### config.mk
export PLATFORM = sky130hd
export DESIGN_NAME = race_recorder
export DESIGN_NICKNAME = d
export VERILOG_FILES = /design/src/rtl/rr_pkg.sv /design/src/rtl/rr_instr_counter.sv /design/src/rtl/rr_line_table.sv /design/src/rtl/rr_dep_filter.sv /design/src/rtl/race_recorder.sv
export SDC_FILE = /design/constraint.sdc
export NUM_CORES = 1
export LEC_CHECK = 0
export BUFFER_PORTS_ARGS = -buffer_cell sky130_fd_sc_hd__buf_2
export CORE_AREA = 2 2 180 253
export CTS_CLUSTER_DIAMETER = 150
export DETAILED_ROUTE_END_ITERATION = 10
export DIE_AREA = 0 0 182 255
export PLACE_DENSITY = 0.53
export SYNTH_ARGS = -nofsm -noshare
export SYNTH_HDL_FRONTEND = slang
export SYNTH_SLANG_ARGS = --single-unit
export TNS_END_PERCENT = 10
### constraint.sdc
create_clock -name clk -period 4.1 [get_ports clk]
set_input_delay 0.41 -clock clk [delete_from_list [all_inputs] [get_ports clk]]
set_output_delay 0.41 -clock clk [all_outputs]
set_load 0.1 [all_outputs]
### src/rtl/rr_pkg.sv
package rr_pkg;
    typedef enum logic {
        ST_IDLE = 1'b0,
        ST_EMIT = 1'b1
    } rr_state_e;
endpackage

### src/rtl/rr_instr_counter.sv
module rr_instr_counter #(
    parameter int CNT_W = 16
) (
    input  logic             clk,
    input  logic             rst_n,
    input  logic             inc_i,
    output logic [CNT_W-1:0] cnt_o
);
    always_ff @(posedge clk) begin
        if (!rst_n)     cnt_o <= '0;
        else if (inc_i) cnt_o <= cnt_o + 1'b1;
    end
endmodule

### src/rtl/rr_line_table.sv
module rr_line_table #(
    parameter int CNT_W   = 16,
    parameter int LINE_W  = 3,
    parameter int CORE_W  = 2,
    parameter int SELF_ID = 0
) (
    input  logic              clk,
    input  logic              rst_n,
    input  logic              acc_valid_i,
    input  logic [LINE_W-1:0] acc_line_i,
    input  logic [CNT_W-1:0]  acc_pos_i,
    input  logic              rreq_valid_i,
    input  logic [LINE_W-1:0] rreq_line_i,
    output logic              rrep_valid_o,
    output logic [CNT_W-1:0]  rrep_cnt_o,
    output logic [CORE_W-1:0] rrep_core_o
);
    localparam int NLINES = 1 << LINE_W;

    logic [CNT_W-1:0] pos_q [NLINES];

    always_ff @(posedge clk) begin
        if (!rst_n) begin
            for (int i = 0; i < NLINES; i++) pos_q[i] <= '0;
        end else if (acc_valid_i) begin
            pos_q[acc_line_i] <= acc_pos_i;
        end
    end

    always_ff @(posedge clk) begin
        if (!rst_n) begin
            rrep_valid_o <= 1'b0;
            rrep_cnt_o   <= '0;
        end else begin
            rrep_valid_o <= rreq_valid_i;
            rrep_cnt_o   <= rreq_valid_i ? pos_q[rreq_line_i] : '0;
        end
    end

    assign rrep_core_o = CORE_W'(SELF_ID);

    // a request is always answered on the following cycle
    assert_reply_next_R3: assert property (@(posedge clk) disable iff (!rst_n)
        rreq_valid_i |=> rrep_valid_o);
endmodule

### src/rtl/rr_dep_filter.sv
module rr_dep_filter
    import rr_pkg::*;
#(
    parameter int CNT_W     = 16,
    parameter int NUM_CORES = 4,
    parameter int CORE_W    = 2
) (
    input  logic              clk,
    input  logic              rst_n,
    input  logic              rsp_valid_i,
    output logic              rsp_ready_o,
    input  logic [CORE_W-1:0] rsp_core_i,
    input  logic [CNT_W-1:0]  rsp_cnt_i,
    input  logic [CNT_W-1:0]  local_cnt_i,
    output logic              busy_o,
    output logic              log_valid_o,
    input  logic              log_ready_i,
    output logic [CORE_W-1:0] log_src_o,
    output logic [CNT_W-1:0]  log_src_cnt_o,
    output logic [CNT_W-1:0]  log_dst_cnt_o
);
    rr_state_e        state_q, state_d;
    logic [CNT_W-1:0] seen_q [NUM_CORES];
    logic             take, is_new;

    assign take   = rsp_valid_i && (state_q == ST_IDLE);
    assign is_new = rsp_cnt_i > seen_q[rsp_core_i];

    // next-state logic
    always_comb begin
        state_d = state_q;
        unique case (state_q)
            ST_IDLE: if (take && is_new) state_d = ST_EMIT;  // T_ACCEPT
            ST_EMIT: if (log_ready_i)    state_d = ST_IDLE;  // T_DRAIN
        endcase
    end

    // state register
    always_ff @(posedge clk) begin
        if (!rst_n) state_q <= ST_IDLE;
        else        state_q <= state_d;
    end

    // per-source high-water entries and the pending record
    always_ff @(posedge clk) begin
        if (!rst_n) begin
            for (int i = 0; i < NUM_CORES; i++) seen_q[i] <= '0;
            log_src_o     <= '0;
            log_src_cnt_o <= '0;
            log_dst_cnt_o <= '0;
        end else if (take && is_new) begin
            seen_q[rsp_core_i] <= rsp_cnt_i;
            log_src_o          <= rsp_core_i;
            log_src_cnt_o      <= rsp_cnt_i;
            log_dst_cnt_o      <= local_cnt_i;
        end
    end

    // outputs
    always_comb begin
        rsp_ready_o = 1'b0;
        log_valid_o = 1'b0;
        busy_o      = 1'b0;
        unique case (state_q)
            ST_IDLE: rsp_ready_o = 1'b1;
            ST_EMIT: begin
                log_valid_o = 1'b1;
                busy_o      = 1'b1;
            end
        endcase
    end

    // a stalled record does not change
    assert_record_stable_R7: assert property (@(posedge clk) disable iff (!rst_n)
        (log_valid_o && !log_ready_i) |=> (log_valid_o && $stable(log_src_o)
            && $stable(log_src_cnt_o) && $stable(log_dst_cnt_o)));
    // a zero position never leads to a record
    assert_zero_silent_R6: assert property (@(posedge clk) disable iff (!rst_n)
        (rsp_valid_i && rsp_ready_o && rsp_cnt_i == '0) |=> !log_valid_o);
    // a new record only appears after an accepted answer
    assert_record_cause_R4: assert property (@(posedge clk) disable iff (!rst_n)
        $rose(log_valid_o) |-> $past(rsp_valid_i && rsp_ready_o));
endmodule

### src/rtl/race_recorder.sv
module race_recorder #(
    parameter int CNT_W     = 16,
    parameter int LINE_W    = 3,
    parameter int NUM_CORES = 4,
    parameter int SELF_ID   = 0,
    parameter int CORE_W    = (NUM_CORES > 1) ? $clog2(NUM_CORES) : 1
) (
    input  logic              clk,
    input  logic              rst_n,
    input  logic              retire_i,
    output logic              retire_stall_o,
    input  logic              acc_valid_i,
    input  logic [LINE_W-1:0] acc_line_i,
    input  logic              rreq_valid_i,
    input  logic [LINE_W-1:0] rreq_line_i,
    output logic              rrep_valid_o,
    output logic [CNT_W-1:0]  rrep_cnt_o,
    output logic [CORE_W-1:0] rrep_core_o,
    input  logic              rsp_valid_i,
    output logic              rsp_ready_o,
    input  logic [CORE_W-1:0] rsp_core_i,
    input  logic [CNT_W-1:0]  rsp_cnt_i,
    output logic              log_valid_o,
    input  logic              log_ready_i,
    output logic [CORE_W-1:0] log_src_o,
    output logic [CNT_W-1:0]  log_src_cnt_o,
    output logic [CNT_W-1:0]  log_dst_cnt_o
);
    logic [CNT_W-1:0] icount;
    logic             busy;

    assign retire_stall_o = busy;

    rr_instr_counter #(.CNT_W(CNT_W)) u_count (
        .clk   (clk),
        .rst_n (rst_n),
        .inc_i (retire_i && !busy),
        .cnt_o (icount)
    );

    rr_line_table #(
        .CNT_W(CNT_W), .LINE_W(LINE_W), .CORE_W(CORE_W), .SELF_ID(SELF_ID)
    ) u_lines (
        .clk          (clk),
        .rst_n        (rst_n),
        .acc_valid_i  (acc_valid_i),
        .acc_line_i   (acc_line_i),
        .acc_pos_i    (icount + 1'b1),
        .rreq_valid_i (rreq_valid_i),
        .rreq_line_i  (rreq_line_i),
        .rrep_valid_o (rrep_valid_o),
        .rrep_cnt_o   (rrep_cnt_o),
        .rrep_core_o  (rrep_core_o)
    );

    rr_dep_filter #(
        .CNT_W(CNT_W), .NUM_CORES(NUM_CORES), .CORE_W(CORE_W)
    ) u_filter (
        .clk           (clk),
        .rst_n         (rst_n),
        .rsp_valid_i   (rsp_valid_i),
        .rsp_ready_o   (rsp_ready_o),
        .rsp_core_i    (rsp_core_i),
        .rsp_cnt_i     (rsp_cnt_i),
        .local_cnt_i   (icount),
        .busy_o        (busy),
        .log_valid_o   (log_valid_o),
        .log_ready_i   (log_ready_i),
        .log_src_o     (log_src_o),
        .log_src_cnt_o (log_src_cnt_o),
        .log_dst_cnt_o (log_dst_cnt_o)
    );

    // an unstalled retirement advances the count by one
    assert_count_step_R1: assert property (@(posedge clk) disable iff (!rst_n)
        (retire_i && !retire_stall_o) |=> icount == $past(icount) + 1'b1);
    // a retirement offered during a stall is not counted
    assert_stall_freeze_R7: assert property (@(posedge clk) disable iff (!rst_n)
        retire_stall_o |=> $stable(icount));
endmodule

==> impl_metrics.json, run 1 <==
{
  "grt_pass1_wl_mm": 44.3,
  "power_density_nw_per_um2": 467,
  "coreArea_um2": 44400,
  "dp.cells": 1519,
  "path_delay_family": "buffers and inverters",
  "min_path_cells": 3,
  "timing.final.crit_share_pct": 81.1,
  "cts_tree": "done",
  "synth.avg_cell_area_um2": 12.6,
  "gp_congestion": 0.729,
  "ys.flop_type": "edfxtp_1",
  "hold_viol": 0,
  "synth-seq-area-share_pct": 62.8,
  "clkTransAtPathRegs_ns": 0.06,
  "max_cap_violations": 0,
  "async_reset_ff_share_pct": 0,
  "root_buffer": "clkbuf_16",
  "hold_class": "in -> reg",
  "area_growth_syn_to_layout_pct": 18.4,
  "hp-start": "rsp_cnt_i[7]",
  "antenna_cells": 0,
  "busiest_layer": "met2",
  "clock_latency_ns": 0.55,
  "overflow": 0,
  "cts_resized": 0,
  "crit_path_end_kind": "flop",
  "met2_usage_pct": 23.5,
  "ys_types": 37,
  "synthCells": 901,
  "yosysTopAreaCellShare_pct": 50.8,
  "use_met1_pct": 14.9,
  "die_y_um": 255,
  "use_met3_pct": 1.57,
  "vias": 7188,
  "worst_path_most_repeated_cell": "buf_12",
  "initial_utilization_pct": 25.6,
  "grt_max_degree": 61,
  "drive_above_1_share_pct": 20.9,
  "clockBufferDepth": 3,
  "antenna_found_initial": 0,
  "portBuffers": 84,
  "die_area_um2": 46400,
  "crit_fanout": 28,
  "grtUsageTotal_pct": 12.4,
  "setup_viol": 0,
  "cpPeakStageDelay_ns": 0.55,
  "synth_common_cells": "edfxtp_1 (192), nor2_1 (168), nand2_1 (113)",
  "rsz0062_at_grt": "no",
  "min_delay_worst_endpoint": "u_filter.log_src_cnt_o[7]",
  "crit_path_top_delay_cell": "o21ai_1",
  "synth_seq_cells": 260,
  "slew_headroom_pct": 36.5,
  "placed_area_um2": 12500,
  "power.leakage_nw": 5.08,
  "row_count": 92,
  "dp_hpwl_mm": 18.9,
  "synth_area_um2": 11400,
  "critPathKind": "in -> reg",
  "status": "finished clean",
  "fin_area_um2": 13400,
  "clock_sinks": 260,
  "fin_cells": 1573,
  "reg2reg_slack_ns": 0.86,
  "io_pins": 87,
  "ir_drop_uv": 388,
  "viasPerCell": 4.57,
  "synth_most_common_cell": "edfxtp_1",
  "startpoint_type": "input port",
  "fin_worst_skew_ns": 0.0158,
  "grt_pass1_vias": 7381,
  "reg2reg_to": "u_filter.seen_q[2][9]",
  "fin_nets": 1034,
  "arrival_ns": 3.57,
  "slew_viol_final": 0,
  "worst_pin_slew_ns": 0.952,
  "r2r_cells": 10,
  "drt-pass1-iter-count": 5,
  "synth_area_leaders": "edfxtp_1 (51%), dfxtp_1 (12%), mux4_2 (9.5%)",
  "cts_max_level": 1,
  "wire_per_inst_um": 18.1,
  "totalWireLength_mm": 28.5,
  "drtAntennaViolNets": 0,
  "rr_startpoint": "u_filter.seen_q[2][15]",
  "crit_chain": "buf_2, buf_12, mux4_2, inv_1, ha_1, nand4_1, nor4_1, a21boi_1, nand3b_1, nand4_4, o21ai_1, buf_12",
  "drt_iter0_drc": 503,
  "power.total_mw": 6.29,
  "fill_cells": 4559,
  "holdBufCountCts": 0,
  "period_minus_slack_ns": 3.33,
  "synth_edf_count": 192,
  "dieWidth_um": 182,
  "cp_num_buf_inv": 4,
  "required_ns": 4.35,
  "drc": 0,
  "yosysWarnings": 0,
  "post-cts-setup-buffer-count": 0,
  "numCtsBuffers": 29,
  "clock.fmax_mhz": 301,
  "yosys.area.top_type": "edfxtp_1"
}
## cell usage in the layout, fill, tap and decap left out, drive strengths merged, types with 2 or more instances in the layout
cell type	n
and2	13
a21oi	4
inv	24
conb	2
nor4	5
dfxtp	68
mux2i	50
nor2	168
o21ai	5
buf	115
nor3	49
nand2b	16
xor2	9
mux4	48
nor2b	5
clkinvlp	2
and4	4
bufinv	3
edfxtp	192
nand2	113
clkinv	13
and3	4
ha	17
clkbuf	33
a21boi	3
nand4	6
a21o	2
o211a	2
xnor2	18
nand3	10
## layout make-up
class / instances / area (um2) / area share (%)
Timing Repair Buffer: 115 / 693 / 5.15
Clock buffer: 33 / 751 / 5.58
Sequential cell: 260 / 7130 / 53.0
Multi-Input combinational cell: 559 / 3900 / 29.0
Tap cell: 564 / 706 / 5.25
Clock inverter: 21 / 194 / 1.44
Inverter: 21 / 78.8 / 0.586
## per-layer routing
| layer | part of all wire [%] | vias to the layer above | routed length [um] |
|---|---|---|---|
| met5 | 0 | - | 0 |
| met2 | 54 | 189 | 15500 |
| met1 | 40 | 3595 | 11300 |
| met3 | 4.8 | 28 | 1360 |
| met4 | 1.4 | 0 | 401 |
| li1 | - | 3376 | - |
## state kept, by name, summed over array words and instances (netlist names)
register                flops
u_filter.seen_q            64
u_filter.log_src_cnt_o     16
u_lines.rrep_valid_o        1
u_lines.rrep_cnt_o         16
u_filter.state_q            1
u_count.cnt_o              16
u_lines.pos_q             128
u_filter.log_src_o          2
u_filter.log_dst_cnt_o     16
## through the flow
stage | TNS [ns] | setup slack (ns) | hold WS, ns | utilization [%]
6_report | 0 | 0.775 | 0.177 | 30.3
3_3_place_gp | 0 | 0.352 | 0.443 | 28.1
3_5_place_dp | 0 | 0.216 | 0.452 | 28.1
2_1_floorplan | -8.90 | -0.185 | 0.460 | -
5_1_grt | 0 | 0.496 | 0.187 | 30.3
4_1_cts | 0 | 0.753 | 0.147 | 30.3
## worst max-delay path by stage
| stage | from | endpoint | slack [ns] | cells past startpoint |
|---|---|---|---|---|
| after floorplan | rsp_core_i[1] | u_filter.seen_q[2][0] | -0.19 | 12 |
| after global placement | rsp_core_i[0] | u_filter.seen_q[2][1] | 0.35 | 12 |
| after global routing | rsp_core_i[0] | u_filter.seen_q[2][9] | 0.50 | 12 |
| after detailed placement | rsp_core_i[0] | u_filter.seen_q[2][1] | 0.22 | 12 |
| final | rsp_core_i[0] | u_filter.seen_q[2][9] | 0.77 | 12 |
| after CTS | rsp_core_i[0] | u_filter.seen_q[2][9] | 0.75 | 12 |
## worst reg2reg max path, cell delays in order (launching register included)
cell and delay [ns]:
edfxtp_1 0.43, mux4_2 0.48, inv_1 0.07, ha_1 0.13
nand4_1 0.12, nor4_1 0.41, a21boi_1 0.21, nand3b_1 0.17
nand4_4 0.16, o21ai_1 0.55, buf_12 0.23
## cell families (layout without fill, tap and decap cells)
family / after synthesis / count (layout) / share of synthesized area, %
compound gates: 19 / 19 / 1.11
xor+xnor: 27 / 27 / 2.08
fa+ha+maj: 17 / 17 / 1.87
buf+inv: 83 / 190 / 3.06
flops: 260 / 260 / 62.8
mux: 98 / 98 / 13.9
other cells: 1 / 2 / 0.0330
simple gates: 396 / 396 / 15.2
## power by group
part | total [mW] | switching (mW) | leakage, nW | internal, mW
registers | 2.98 | 0.0447 | 2.57 | 2.94
logic | 0.719 | 0.517 | 2.05 | 0.202
clock network | 2.59 | 1.08 | 0.464 | 1.51
total | 6.29 | 1.64 | 5.08 | 4.65
(Power assumes the default switching activity.)
==> run 2: changes to the inputs <==
- clock period: 4.1 -> 2.9 ns (I/O delays scaled with it)
==> run 2 against run 1 <==
Effect of this change:
- the run now ends with setup timing left
- worst setup slack worse by 0.86 ns
- via count up 1.2%
- clock power increased by 35%
- register-to-register slack worse by 0.95 ns
- design area grew 5.1%
- routed wire length increased by 2.3%
- total power rose by 41%
- non-clock buffer count up 45
- critical path depth is 1 lower
- largest cell class unchanged
- highest routed layer unchanged
==> impl_metrics.json, run 2 (synthesis gave the netlist of run 1 again) <==
{
  "holdWs_ns": 0.0291,
  "drive_above_1_share_pct": 27.8,
  "drt_iter0_drc": 493,
  "crit_path_top_delay_cell": "mux4_2",
  "largest_reg_flops": 128,
  "required_ns": 3.14,
  "numCtsBuffers": 29,
  "fin_nets": 1080,
  "power_density_nw_per_um2": 629,
  "portBuffers": 84,
  "vias": 7275,
  "cp.depth": 11,
  "slew_viol_final": 0,
  "grt_max_degree": 33,
  "rr_startpoint": "u_filter.seen_q[3][15]",
  "die_area_um2": 46400,
  "reg_top3": "u_lines.pos_q x128, u_filter.seen_q x64",
  "worst_slack_ns": -0.0878,
  "power.leakage_nw": 5.33,
  "hold_class": "in -> reg",
  "viasPerCell": 4.50,
  "crit_end": "u_filter.seen_q[0][0]",
  "arrival_ns": 3.23,
  "initial_utilization_pct": 25.6,
  "final_common_cell": "edfxtp_1",
  "worst_pin_slew_ns": 0.883,
  "clock.fmax_mhz": 335,
  "clkTransAtPathRegs_ns": 0.06,
  "clock_sinks": 260,
  "rsz0062_at_grt": "yes",
  "final_cell_mix": "edfxtp_1 (192), nor2_1 (168), nand2_1 (113)",
  "timing.final.crit_share_pct": 103,
  "critPathKind": "reg -> reg",
  "cts_max_level": 1,
  "regArea_um2": 7130,
  "slew_headroom_pct": 40.7,
  "hold_viol": 0,
  "dp.cells": 1555,
  "fin_worst_skew_ns": 0.0197,
  "violations": "setup timing",
  "clockBufferDepth": 3,
  "dieWidth_um": 182,
  "max_cap_violations": 0,
  "r2r_cells": 11,
  "power.total_mw": 8.89,
  "period_minus_slack_ns": 2.99,
  "reg2reg_slack_ns": -0.09,
  "antenna_cells": 0,
  "drt-pass1-iter-count": 7,
  "dp_hpwl_mm": 19.5,
  "startpoint": "u_filter.seen_q[3][15]",
  "drtAntennaViolNets": 0,
  "die_y_um": 255,
  "pre_cts_slack_ns": -0.484,
  "wire_per_inst_um": 18.0,
  "row_count": 92,
  "cpPeakStageDelay_ns": 0.51,
  "drc": 0,
  "grt_pass1_vias": 7640,
  "overflow": 0,
  "status": "finished, violations left",
  "ir_drop_uv": 409,
  "io_pins": 87,
  "antenna_found_initial": 0,
  "regMostFlops": "u_lines.pos_q",
  "crit_path_end_kind": "flop",
  "path_delay_family": "simple AND/OR/NAND/NOR gates",
  "reg2reg_to": "u_filter.seen_q[0][0]",
  "root_buffer": "clkbuf_16",
  "gp_congestion": 0.745,
  "grtUsageTotal_pct": 12.5,
  "fin_cells": 1617,
  "crit_chain": "mux4_2, inv_2, ha_4, nand4_1, nor4_2, a21boi_2, nand3b_1, buf_4, nand4_4, o31ai_4, buf_6",
  "setup_viol": 25,
  "cts_tree": "done",
  "fill_cells": 4464,
  "cp_num_buf_inv": 3,
  "coreArea_um2": 44400,
  "multiInputGateArea_um2": 4190,
  "totalWireLength_mm": 29.2,
  "startpoint_type": "flop",
  "crit_fanout": 6,
  "area_growth_syn_to_layout_pct": 24.4,
  "grt_pass1_wl_mm": 44.5,
  "clock_latency_ns": 0.55
}
==> run 2: worst reg2reg max path, stage by stage, from the launching register on <==
cell      delay, ns
edfxtp_1       0.39
mux4_2         0.51
inv_2          0.09
ha_4           0.13
nand4_1        0.19
nor4_2         0.23
a21boi_2       0.20
nand3b_1       0.18
buf_4          0.15
nand4_4        0.12
o31ai_4        0.30
buf_6          0.20
==> run 2: what timing repair did <==
| action | 4_1_cts | 5_1_grt |
|---|---|---|
| hold buffers | 0 | 0 |
| endpoints found under the hold margin | 0 | 0 |
| resized for setup | 15 | 36 |
| pin swaps | 5 | 13 |
| cloned | 1 | 2 |
| endpoints found under the setup margin | 151 | 162 |
| buffers inserted | 6 | 1 |
==> run 2: worst min-delay path by stage <==
stage	startpoint	end	slack, ns	depth (start not counted)
2_1_floorplan	rsp_cnt_i[0]	u_filter.log_src_cnt_o[0]	0.45	2
3_3_place_gp	u_filter.log_dst_cnt_o[9]	u_filter.log_dst_cnt_o[9]	0.44	2
3_5_place_dp	u_filter.log_src_cnt_o[5]	u_filter.log_src_cnt_o[5]	0.45	2
6_report	log_ready_i	u_filter.state_q	0.03	3
4_1_cts	log_ready_i	u_filter.state_q	0.006	3
5_1_grt	log_ready_i	u_filter.state_q	0.03	3
==> run 2: area by class of cell <==
| class | instances | area share, % |
|---|---|---|
| timing repair buffer | 160 | 8.07 |
| inverter | 21 | 0.558 |
| sequential | 260 | 50.4 |
| tap | 564 | 4.99 |
| clock inverter | 14 | 0.850 |
| clock buffer | 38 | 5.44 |
| multi-input combinational | 560 | 29.7 |
==> run 2: power breakdown <==
part / leakage, nW / internal (mW) / switching [mW]
registers: 2.57 / 4.15 / 0.0522
clock network: 0.434 / 2.03 / 1.46
logic: 2.33 / 0.392 / 0.806
==> run 2: stage by stage <==
step	area, um2	setup TNS, ns	util, %
2_1_floorplan	11500	-5.54	-
3_3_place_gp	12900	-43.38	29.0
3_5_place_dp	12900	-55.41	29.0
4_1_cts	13900	-3.90	31.3
5_1_grt	14100	-18.58	31.8
6_report	14100	-1.24	31.8
==> run 2: routing by layer <==
metal / wire, um / GRT usage, % / up-vias
met5: 0 / 0 / -
met4: 423 / 2.49 / 0
met3: 1470 / 1.86 / 35
met2: 15900 / 24.3 / 170
met1: 11400 / 14.6 / 3612
li1: - / - / 3458
